==> src/rtl/sigmb_pkg.sv <==
// Package: shared constants, state encoding and bus-operation type for the
// signature-verify mailbox sequencer.
// Assumes: the mailbox decodes byte offsets over an 8-bit address field.
package sigmb_pkg;

    localparam int MB_AW = 8;

    // Mailbox register offsets decoded by the slave
    localparam logic [MB_AW-1:0] OFS_LOCK = 8'h00;
    localparam logic [MB_AW-1:0] OFS_CMD  = 8'h08;
    localparam logic [MB_AW-1:0] OFS_DLEN = 8'h0C;
    localparam logic [MB_AW-1:0] OFS_DIN  = 8'h10;
    localparam logic [MB_AW-1:0] OFS_EXEC = 8'h18;
    localparam logic [MB_AW-1:0] OFS_STAT = 8'h1C;

    // Command code and status field encodings
    localparam logic [31:0] VERIFY_CMD      = 32'h5349_4756;
    localparam int          PHASE_LSB       = 6;
    localparam int          PHASE_MSB       = 8;
    localparam logic [2:0]  PHASE_READY_CMD = 3'd1;
    localparam logic [3:0]  ST_BUSY         = 4'd0;
    localparam logic [3:0]  ST_FAIL         = 4'd3;

    typedef enum logic [3:0] {
        SQ_IDLE,
        SQ_LOCK,
        SQ_PHASE,
        SQ_CMD,
        SQ_DLEN,
        SQ_CSUM,
        SQ_DATA,
        SQ_EXEC_SET,
        SQ_STAT,
        SQ_EXEC_CLR
    } seq_state_e;

    typedef struct packed {
        logic             we;
        logic [MB_AW-1:0] addr;
        logic [31:0]      data;
    } mb_op_t;

    // Sum of the four bytes of a word, zero-extended to 32 bits
    function automatic logic [31:0] byte_sum(input logic [31:0] w);
        return {24'd0, w[7:0]} + {24'd0, w[15:8]} + {24'd0, w[23:16]} + {24'd0, w[31:24]};
    endfunction

endpackage

==> src/rtl/sigmb_wordsel.sv <==
// Module: picks one 32-bit word out of the concatenated operand vector.
// Assumes: sel < NWORDS; word k is bits [32k+31:32k] (little-endian packing).
module sigmb_wordsel #(
    parameter int NWORDS = 48,
    localparam int IDX_W = $clog2(NWORDS + 1)
) (
    input  logic [NWORDS*32-1:0] words,
    input  logic [IDX_W-1:0]     sel,
    output logic [31:0]          word
);

    // Word multiplexer
    always_comb begin
        word = words[sel*32 +: 32];
    end

endmodule

==> src/rtl/sigmb_csum.sv <==
// Module: background checksum engine. On launch it seeds the sum with the
// command bytes subtracted from zero, then subtracts the four bytes of one
// operand word per cycle, raising ready after the last word.
// Assumes: words stay stable from launch until ready.
module sigmb_csum
    import sigmb_pkg::*;
#(
    parameter int NWORDS = 48,
    localparam int IDX_W = $clog2(NWORDS + 1)
) (
    input  logic                 clk,
    input  logic                 rst_n,
    input  logic                 launch,
    input  logic [NWORDS*32-1:0] words,
    output logic                 ready,
    output logic [31:0]          sum
);

    localparam logic [31:0]      SEED     = 32'd0 - byte_sum(VERIFY_CMD);
    localparam logic [IDX_W-1:0] LAST_IDX = IDX_W'(NWORDS - 1);

    logic             active;
    logic [IDX_W-1:0] idx;
    logic [31:0]      cur_word;

    sigmb_wordsel #(.NWORDS(NWORDS)) u_sel (
        .words (words),
        .sel   (idx),
        .word  (cur_word)
    );

    // Walk the operand words, subtracting their bytes from the running sum
    always_ff @(posedge clk) begin
        if (!rst_n) begin
            active <= 1'b0;
            idx    <= '0;
            ready  <= 1'b0;
            sum    <= '0;
        end else if (launch) begin
            active <= 1'b1;
            idx    <= '0;
            ready  <= 1'b0;
            sum    <= SEED;
        end else if (active) begin
            sum <= sum - byte_sum(cur_word);
            if (idx == LAST_IDX) begin
                active <= 1'b0;
                ready  <= 1'b1;
            end else begin
                idx <= idx + 1'b1;
            end
        end
    end


    idx_range_chk: assert property (@(posedge clk) disable iff (!rst_n)
        active |-> (idx <= LAST_IDX));


    ready_hold_chk: assert property (@(posedge clk) disable iff (!rst_n)
        (ready && !launch) |=> (ready && $stable(sum)));

endmodule

==> src/rtl/sigmb_busport.sv <==
// Module: single-outstanding register-bus master. Captures one operation
// when idle, holds the request until acknowledged, then pulses op_fin for
// one cycle with the captured read data.
// Assumes: the requester keeps op stable while op_valid is high and changes
// it only after op_fin.
module sigmb_busport
    import sigmb_pkg::*;
(
    input  logic             clk,
    input  logic             rst_n,
    input  logic             op_valid,
    input  mb_op_t           op,
    output logic             op_fin,
    output logic [31:0]      op_rdata,
    output logic             bus_req,
    output logic             bus_we,
    output logic [MB_AW-1:0] bus_addr,
    output logic [31:0]      bus_wdata,
    input  logic             bus_ack,
    input  logic [31:0]      bus_rdata
);

    // Launch, hold and retire one bus transfer at a time
    always_ff @(posedge clk) begin
        if (!rst_n) begin
            bus_req   <= 1'b0;
            bus_we    <= 1'b0;
            bus_addr  <= '0;
            bus_wdata <= '0;
            op_fin    <= 1'b0;
            op_rdata  <= '0;
        end else begin
            op_fin <= 1'b0;
            if (bus_req && bus_ack) begin
                bus_req  <= 1'b0;
                op_fin   <= 1'b1;
                op_rdata <= bus_rdata;
            end else if (!bus_req && !op_fin && op_valid) begin
                bus_req   <= 1'b1;
                bus_we    <= op.we;
                bus_addr  <= op.addr;
                bus_wdata <= op.data;
            end
        end
    end


    req_hold_chk: assert property (@(posedge clk) disable iff (!rst_n)
        (bus_req && !bus_ack) |=> (bus_req && $stable(bus_we) && $stable(bus_addr) && $stable(bus_wdata)));


    req_retire_chk: assert property (@(posedge clk) disable iff (!rst_n)
        (bus_req && bus_ack) |=> (!bus_req && op_fin));

endmodule

==> src/rtl/sigver_mbox_seq.sv <==
// Module: signature-verify mailbox command sequencer (top). Acquires the
// mailbox lock, checks the phase, writes command, length, checksum and
// operands, executes, polls the result and releases execution.
// Assumes: PARAM_BYTES is a multiple of 4; operand inputs are stable from
// start until done; the slave serves one transfer at a time.
module sigver_mbox_seq
    import sigmb_pkg::*;
#(
    parameter int PARAM_BYTES   = 48,
    parameter int LOCK_POLL_MAX = 1024
) (
    input  logic                     clk,
    input  logic                     rst_n,
    input  logic                     start,
    input  logic [PARAM_BYTES*8-1:0] key_x,
    input  logic [PARAM_BYTES*8-1:0] key_y,
    input  logic [PARAM_BYTES*8-1:0] sig_r,
    input  logic [PARAM_BYTES*8-1:0] sig_s,
    output logic                     done,
    output logic                     vfy_pass,
    output logic                     vfy_fail,
    output logic                     err_lock_busy,
    output logic                     err_bad_phase,
    output logic                     bus_req,
    output logic                     bus_we,
    output logic [MB_AW-1:0]         bus_addr,
    output logic [31:0]              bus_wdata,
    input  logic                     bus_ack,
    input  logic [31:0]              bus_rdata
);

    localparam int WPP    = PARAM_BYTES / 4;
    localparam int NWORDS = 4 * WPP;
    localparam int IDX_W  = $clog2(NWORDS + 1);
    localparam int CNT_W  = $clog2(LOCK_POLL_MAX + 1);
    localparam logic [31:0]      DLEN_BYTES = 32'(4 + 4 * PARAM_BYTES);
    localparam logic [IDX_W-1:0] LAST_WORD  = IDX_W'(NWORDS - 1);
    localparam logic [CNT_W-1:0] LAST_POLL  = CNT_W'(LOCK_POLL_MAX - 1);

    seq_state_e        state;
    logic [CNT_W-1:0]  poll_cnt;
    logic [IDX_W-1:0]  widx;
    logic [3:0]        stat_code;
    logic [NWORDS*32-1:0] words;
    logic [31:0]       param_word;
    logic              csum_launch;
    logic              csum_ready;
    logic [31:0]       csum_val;
    logic              op_valid;
    mb_op_t            op;
    logic              op_fin;
    logic [31:0]       op_rdata;
    logic [3:0]        flags;

    assign words       = {sig_s, sig_r, key_y, key_x};
    assign csum_launch = (state == SQ_IDLE) && start;
    assign flags       = {vfy_pass, vfy_fail, err_lock_busy, err_bad_phase};

    sigmb_csum #(.NWORDS(NWORDS)) u_csum (
        .clk    (clk),
        .rst_n  (rst_n),
        .launch (csum_launch),
        .words  (words),
        .ready  (csum_ready),
        .sum    (csum_val)
    );

    sigmb_wordsel #(.NWORDS(NWORDS)) u_psel (
        .words (words),
        .sel   (widx),
        .word  (param_word)
    );

    sigmb_busport u_port (
        .clk       (clk),
        .rst_n     (rst_n),
        .op_valid  (op_valid),
        .op        (op),
        .op_fin    (op_fin),
        .op_rdata  (op_rdata),
        .bus_req   (bus_req),
        .bus_we    (bus_we),
        .bus_addr  (bus_addr),
        .bus_wdata (bus_wdata),
        .bus_ack   (bus_ack),
        .bus_rdata (bus_rdata)
    );

    // Decode the bus operation the current step needs
    always_comb begin
        op_valid = 1'b1;
        op       = '{we: 1'b0, addr: OFS_LOCK, data: 32'd0};
        unique case (state)
            SQ_IDLE:     op_valid = 1'b0;
            SQ_LOCK:     op = '{we: 1'b0, addr: OFS_LOCK, data: 32'd0};
            SQ_PHASE:    op = '{we: 1'b0, addr: OFS_STAT, data: 32'd0};
            SQ_CMD:      op = '{we: 1'b1, addr: OFS_CMD,  data: VERIFY_CMD};
            SQ_DLEN:     op = '{we: 1'b1, addr: OFS_DLEN, data: DLEN_BYTES};
            SQ_CSUM: begin
                op_valid = csum_ready;
                op       = '{we: 1'b1, addr: OFS_DIN, data: csum_val};
            end
            SQ_DATA:     op = '{we: 1'b1, addr: OFS_DIN,  data: param_word};
            SQ_EXEC_SET: op = '{we: 1'b1, addr: OFS_EXEC, data: 32'd1};
            SQ_STAT:     op = '{we: 1'b0, addr: OFS_STAT, data: 32'd0};
            SQ_EXEC_CLR: op = '{we: 1'b1, addr: OFS_EXEC, data: 32'd0};
            default:     op_valid = 1'b0;
        endcase
    end

    // Step the command sequence on each retired transfer and post the result
    always_ff @(posedge clk) begin
        if (!rst_n) begin
            state         <= SQ_IDLE;
            poll_cnt      <= '0;
            widx          <= '0;
            stat_code     <= '0;
            done          <= 1'b0;
            vfy_pass      <= 1'b0;
            vfy_fail      <= 1'b0;
            err_lock_busy <= 1'b0;
            err_bad_phase <= 1'b0;
        end else begin
            done <= 1'b0;
            unique case (state)
                SQ_IDLE: begin
                    if (start) begin
                        vfy_pass      <= 1'b0;
                        vfy_fail      <= 1'b0;
                        err_lock_busy <= 1'b0;
                        err_bad_phase <= 1'b0;
                        poll_cnt      <= '0;
                        widx          <= '0;
                        state         <= SQ_LOCK;
                    end
                end
                SQ_LOCK: begin
                    if (op_fin) begin
                        if (op_rdata == 32'd0) begin
                            state <= SQ_PHASE;
                        end else if (poll_cnt == LAST_POLL) begin
                            err_lock_busy <= 1'b1;
                            done          <= 1'b1;
                            state         <= SQ_IDLE;
                        end else begin
                            poll_cnt <= poll_cnt + 1'b1;
                        end
                    end
                end
                SQ_PHASE: begin
                    if (op_fin) begin
                        if (op_rdata[PHASE_MSB:PHASE_LSB] == PHASE_READY_CMD) begin
                            state <= SQ_CMD;
                        end else begin
                            err_bad_phase <= 1'b1;
                            done          <= 1'b1;
                            state         <= SQ_IDLE;
                        end
                    end
                end
                SQ_CMD:  if (op_fin) state <= SQ_DLEN;
                SQ_DLEN: if (op_fin) state <= SQ_CSUM;
                SQ_CSUM: if (op_fin) state <= SQ_DATA;
                SQ_DATA: begin
                    if (op_fin) begin
                        if (widx == LAST_WORD) begin
                            state <= SQ_EXEC_SET;
                        end else begin
                            widx <= widx + 1'b1;
                        end
                    end
                end
                SQ_EXEC_SET: if (op_fin) state <= SQ_STAT;
                SQ_STAT: begin
                    if (op_fin && (op_rdata[3:0] != ST_BUSY)) begin
                        stat_code <= op_rdata[3:0];
                        state     <= SQ_EXEC_CLR;
                    end
                end
                SQ_EXEC_CLR: begin
                    if (op_fin) begin
                        done <= 1'b1;
                        if (stat_code == ST_FAIL) vfy_fail <= 1'b1;
                        else                      vfy_pass <= 1'b1;
                        state <= SQ_IDLE;
                    end
                end
                default: state <= SQ_IDLE;
            endcase
        end
    end


    done_pulse_chk: assert property (@(posedge clk) disable iff (!rst_n)
        done |=> !done);


    done_flag_chk: assert property (@(posedge clk) disable iff (!rst_n)
        done |-> ($countones(flags) == 1));


    flags_onehot_chk: assert property (@(posedge clk) disable iff (!rst_n)
        $onehot0(flags));


    flags_hold_chk: assert property (@(posedge clk) disable iff (!rst_n)
        !csum_launch |=> (done || $stable(flags)));


    flags_clear_chk: assert property (@(posedge clk) disable iff (!rst_n)
        csum_launch |=> (flags == 4'd0));


    csum_before_data_chk: assert property (@(posedge clk) disable iff (!rst_n)
        (bus_req && bus_we && (bus_addr == OFS_DIN)) |-> csum_ready);

endmodule

==> config.mk <==
export PLATFORM = sky130hd
export DESIGN_NAME = sigver_mbox_seq
export DESIGN_NICKNAME = d
export VERILOG_FILES = /design/src/rtl/sigmb_pkg.sv /design/src/rtl/sigmb_wordsel.sv /design/src/rtl/sigmb_csum.sv /design/src/rtl/sigmb_busport.sv /design/src/rtl/sigver_mbox_seq.sv
export SDC_FILE = /design/constraint.sdc
export NUM_CORES = 2
export LEC_CHECK = 0
export BUFFER_PORTS_ARGS = -buffer_cell sky130_fd_sc_hd__buf_2
export CAP_MARGIN = 20
export CORE_AREA = 2 2 624 626
export CTS_BUF_LIST = sky130_fd_sc_hd__clkbuf_4
export CTS_CLUSTER_DIAMETER = 30
export CTS_CLUSTER_SIZE = 25
export DETAILED_ROUTE_END_ITERATION = 12
export DIE_AREA = 0 0 626 628
export PLACE_DENSITY = 0.31
export REMOVE_ABC_BUFFERS = 1
export SYNTH_ARGS = -nofsm -noshare
export SYNTH_HDL_FRONTEND = slang
export SYNTH_SLANG_ARGS = --single-unit
==> constraint.sdc <==
create_clock -name clk -period 7.92 [get_ports clk]
set_input_delay 0.792 -clock clk [delete_from_list [all_inputs] [get_ports clk]]
set_output_delay 0.792 -clock clk [all_outputs]
set_load 0.1 [all_outputs]
==> results.py <==
metrics = {
    "drt": {
        "vias_per_cell": 3.83,
        "wl_um": 337000,
        "topRoutingLayerUsed": "met5",
        "wl_per_cell_um": 36.5,
        "dr.first_iter.drc_count": 2956,
        "wirelength_met1_um": 142000,
        "ant_nets": 0,
        "num_vias": 35300,
        "drc_errors": 0,
        "wl_met3_um": 23000,
        "route.met2.wl_um": 163000,
        "drtPass1Iterations": 5,
    },
    "sta": {
        "slew-limit-headroom_pct": 28.4,
        "worst_hold_slack_ns": 0.187,
        "finClkSkew_ns": 0.0891,
        "finalMaxSlewViolations": 0,
        "min_period_ns": 7.32,
        "rsz0062_at_grt": "no",
        "setup_viol": 0,
        "final.setup.worst_slack_ns": 0.604,
        "fmax_ghz": 0.137,
        "worstMarginPinSlew_ns": 1.07,
        "hold_viol_final": 0,
        "timing.final.crit_share_pct": 92.4,
    },
    "clock_network": {
        "clockBufferDepth": 3,
        "cts-buffers-inserted": 21,
        "cts_tree": "yes",
        "cts_max_level": 4,
        "insertion_delay_ns": 0.91,
        "cts_sinks": 140,
        "clockRootBuffer": "clkbuf_4",
        "clk_pin_slew_ns": 0.15,
    },
    "worst_setup_path": {
        "reg2reg_setup_slack_ns": 0.60,
        "critPathMaxFanout": 21,
        "crit_path_top_delay_cell": "mux4_2",
        "cp.required_ns": 8.71,
        "critPathTopFamily": "compound AO/OA/AOI/OAI gates",
        "critPathKind": "reg2reg",
        "crit-reg2reg-launch": "u_csum.idx[0]$_SDFFE_PP0P_",
        "worst-path-buf-inv": 5,
        "crit_path_start_kind": "register",
        "crit_arrival_ns": 8.10,
        "worstSetupEndpointType": "register",
        "critical_path.max_stage_delay_ns": 0.55,
        "timing.rr.end": "u_csum.sum[29]$_SDFFE_PN0P_",
        "r2r_cells": 24,
        "crit_chain": "buf_12 -> buf_12 -> buf_4 -> mux4_2 -> mux4_2 -> a221o_1 -> ha_1 -> a21o_1 -> a21oi_1 -> nor2b_1 -> o21ai_0 -> nand2_1 -> xor2_1 -> fa_1 -> inv_1 -> fa_1 -> ha_1 -> and4_1 -> a221oi_1 -> o211a_1 -> buf_4 -> nand4_1 -> xor2_1 -> a21oi_1",
    },
    "synth": {
        "avgSynthCellArea_um2": 12.8,
        "yosysMostFrequentCell": "mux4_2",
        "yosys.area.top_type_share_pct": 61.0,
        "async_flop_share_pct": 0,
        "seq_area_frac_synth_pct": 9.12,
        "yosysWarnings": 0,
        "synth_common_cells": "mux4_2, mux2i_1, clkbuf_1, dfxtp_1, nor2_1",
        "synth-edff-count": 0,
        "ys_seq_elements": 140,
        "synth_top_cell_by_area": "mux4_2",
        "synthTopCellsByArea": "mux4_2, dfxtp_1, mux2i_1, clkbuf_1, buf_2",
        "netlist_instances": 2398,
        "netlist_area_um2": 30700,
        "synth_cell_types": 75,
        "synthFlopType": "dfxtp_1",
    },
    "floorplanning": {
        "coreArea_um2": 387000,
        "row_count": 229,
        "die_h_um": 628,
        "io_pins": 1619,
        "die_w_um": 626,
        "initial_utilization_pct": 7.94,
        "fp.dieArea_um2": 393000,
    },
    "final_layout": {
        "fill_cells": 44200,
        "layout.nets": 5512,
        "fin_cells": 9224,
        "utilization_pct": 12.0,
        "drive_gt1_share_pct": 68.2,
        "syn_to_final_growth_pct": 51.1,
    },
    "power": {
        "pwr-share-clk_pct": 12.9,
        "combPwrFrac_pct": 70.7,
        "switching_share_pct": 49.9,
        "p_sw_mw": 2.99,
        "ir_drop_mv": 0.175,
        "sequentialPowerShare_pct": 16.4,
        "power.internal_mw": 3.00,
        "power_density_nw_per_um2": 129,
        "power_leakage_nw": 15.2,
    },
    "global_route": {
        "grt_start_max_net_pins": 86,
        "grt_pass1_vias": 36300,
        "antenna_found_initial": 303,
        "grt_overflow_total": 0,
        "grt_pass1_wl_um": 420000,
        "track_usage_pct": 16.5,
    },
    "place": {
        "hpwl_um": 296000,
        "port_buffers": 1613,
        "place_congestion": 0.922,
        "place_inst": 9043,
        "place_ws_ns": 0.456,
    },
    "flow_run": {
        "maxCapViolations": 0,
    },
    "outcome": {
        "status": "complete, no violations",
    },
    "worst_hold_path": {
        "min_to": "u_port.op_rdata[29]$_SDFFE_PN0P_",
        "hold_class": "in2reg",
        "whs_path_depth": 2,
        "worstHoldStart": "bus_rdata[29]",
    },
}
## repair_timing
item / in CTS / in global routing
setup buffers: 0 / 0
resized for setup: 0 / 0
hold buffers: 31 / 0
endpoints found under the hold margin: 31 / 0
## sequential cells by signal, summed over array words and instances (netlist names)
register / count
state: 4
stat_code: 4
u_csum.idx: 6
err_lock_busy: 1
u_port.bus_req: 1
u_port.bus_addr: 3
err_bad_phase: 1
u_port.op_fin: 1
u_csum.ready: 1
u_csum.active: 1
vfy_fail: 1
u_port.op_rdata: 32
poll_cnt: 11
u_csum.sum: 32
done: 1
u_port.bus_we: 1
vfy_pass: 1
u_port.bus_wdata: 32
widx: 6
## worst max-delay path by stage
stage | start | end | cells past startpoint
floorplan | u_csum.idx[0]$_SDFFE_PP0P_ | u_csum.sum[14]$_SDFFE_PN0P_ | 21
global placement | u_csum.idx[0]$_SDFFE_PP0P_ | u_csum.sum[31]$_SDFFE_PN0P_ | 23
detailed placement | u_csum.idx[0]$_SDFFE_PP0P_ | u_csum.sum[31]$_SDFFE_PN0P_ | 22
CTS | u_csum.idx[0]$_SDFFE_PP0P_ | u_csum.sum[29]$_SDFFE_PN0P_ | 23
global route | u_csum.idx[0]$_SDFFE_PP0P_ | u_csum.sum[31]$_SDFFE_PN0P_ | 23
finish | u_csum.idx[0]$_SDFFE_PP0P_ | u_csum.sum[29]$_SDFFE_PN0P_ | 24
## worst reg2reg max path, delay by kind of cell (launching register included)
kind	cells	cell delay (ns)
XOR/XNOR	2	0.38
flip-flops	1	0.42
AO/OA/AOI/OAI	7	2.20
buffers and inverters	5	0.97
adder cells (fa/ha/maj)	4	1.70
multiplexers	2	1.06
AND/OR/NAND/NOR	4	0.55
## layout by cell type (no fill, tap or decap), types with 7 or more instances in the layout
cell type	instances
o2111ai_1	12
nand2_1	107
buf_2	1613
nor3_1	17
ha_1	22
a221oi_1	7
a21o_1	7
xor2_1	27
clkbuf_4	21
mux2i_1	158
buf_4	107
inv_1	33
xnor2_1	23
or3_1	7
a22oi_1	31
a21oi_1	75
or2_2	7
nor2b_1	44
o21ai_0	56
a211o_1	13
a22o_1	37
dfxtp_4	8
fa_1	18
dfxtp_1	131
diode_2	117
o211ai_1	15
a211oi_1	18
a222oi_1	16
nand4_1	16
buf_12	25
dlygate4sd3_1	31
o22ai_1	37
nor4_1	15
a221o_1	31
mux4_2	833
nand3_1	31
a2111oi_0	13
nor2_1	123
## layout make-up
type                       instances  area, um^2  area share [%]
clock inverter                    12         169           0.364
timing repair buffer            1777        9700            20.9
sequential                       140        2830            6.10
antenna                          117         293           0.630
tap                             5197        6500            14.0
multi-input combinational       1924       26700            57.4
inverter                          36         136           0.294
clock buffer                      21         158           0.339
## through the flow
step | instance area (um^2) | setup TNS [ns] | total power [mW]
2_1_floorplan | 29500 | -706.08 | 4.01
3_5_place_dp | 45500 | 0 | 5.29
4_1_cts | 46200 | 0 | 6.18
6_report | 46500 | 0 | 5.99
5_1_grt | 46300 | 0 | 6.44
3_3_place_gp | 45500 | 0 | 5.31
## cells by family after synthesis
family	after synthesis	share of synthesized area (%)
buffers and inverters	338	4.62
flip-flops	140	9.12
AO/OA/AOI/OAI	407	9.59
multiplexers	996	66.4
other	1	0.0122
XOR/XNOR	50	1.42
AND/OR/NAND/NOR	426	6.81
adder cells (fa/ha/maj)	40	2.07
## per-layer routing
layer | vias to the layer above | track usage (%)
met4 | 106 | 3.26
met2 | 2181 | 28.2
met1 | 18800 | 21.1
li1 | 13700 | -
met3 | 500 | 3.85
met5 | - | 0
## power by group through the flow
stage	Sequential, mW	Combinational, mW	Clock, mW
after floorplan	1.15	2.86	0
after global placement	1.02	4.30	0
after detailed placement	1.01	4.28	0
after CTS	1.00	4.31	0.866
after global routing	1.01	4.58	0.861
final	0.983	4.24	0.771
Power figures use the tool's default switching activity.
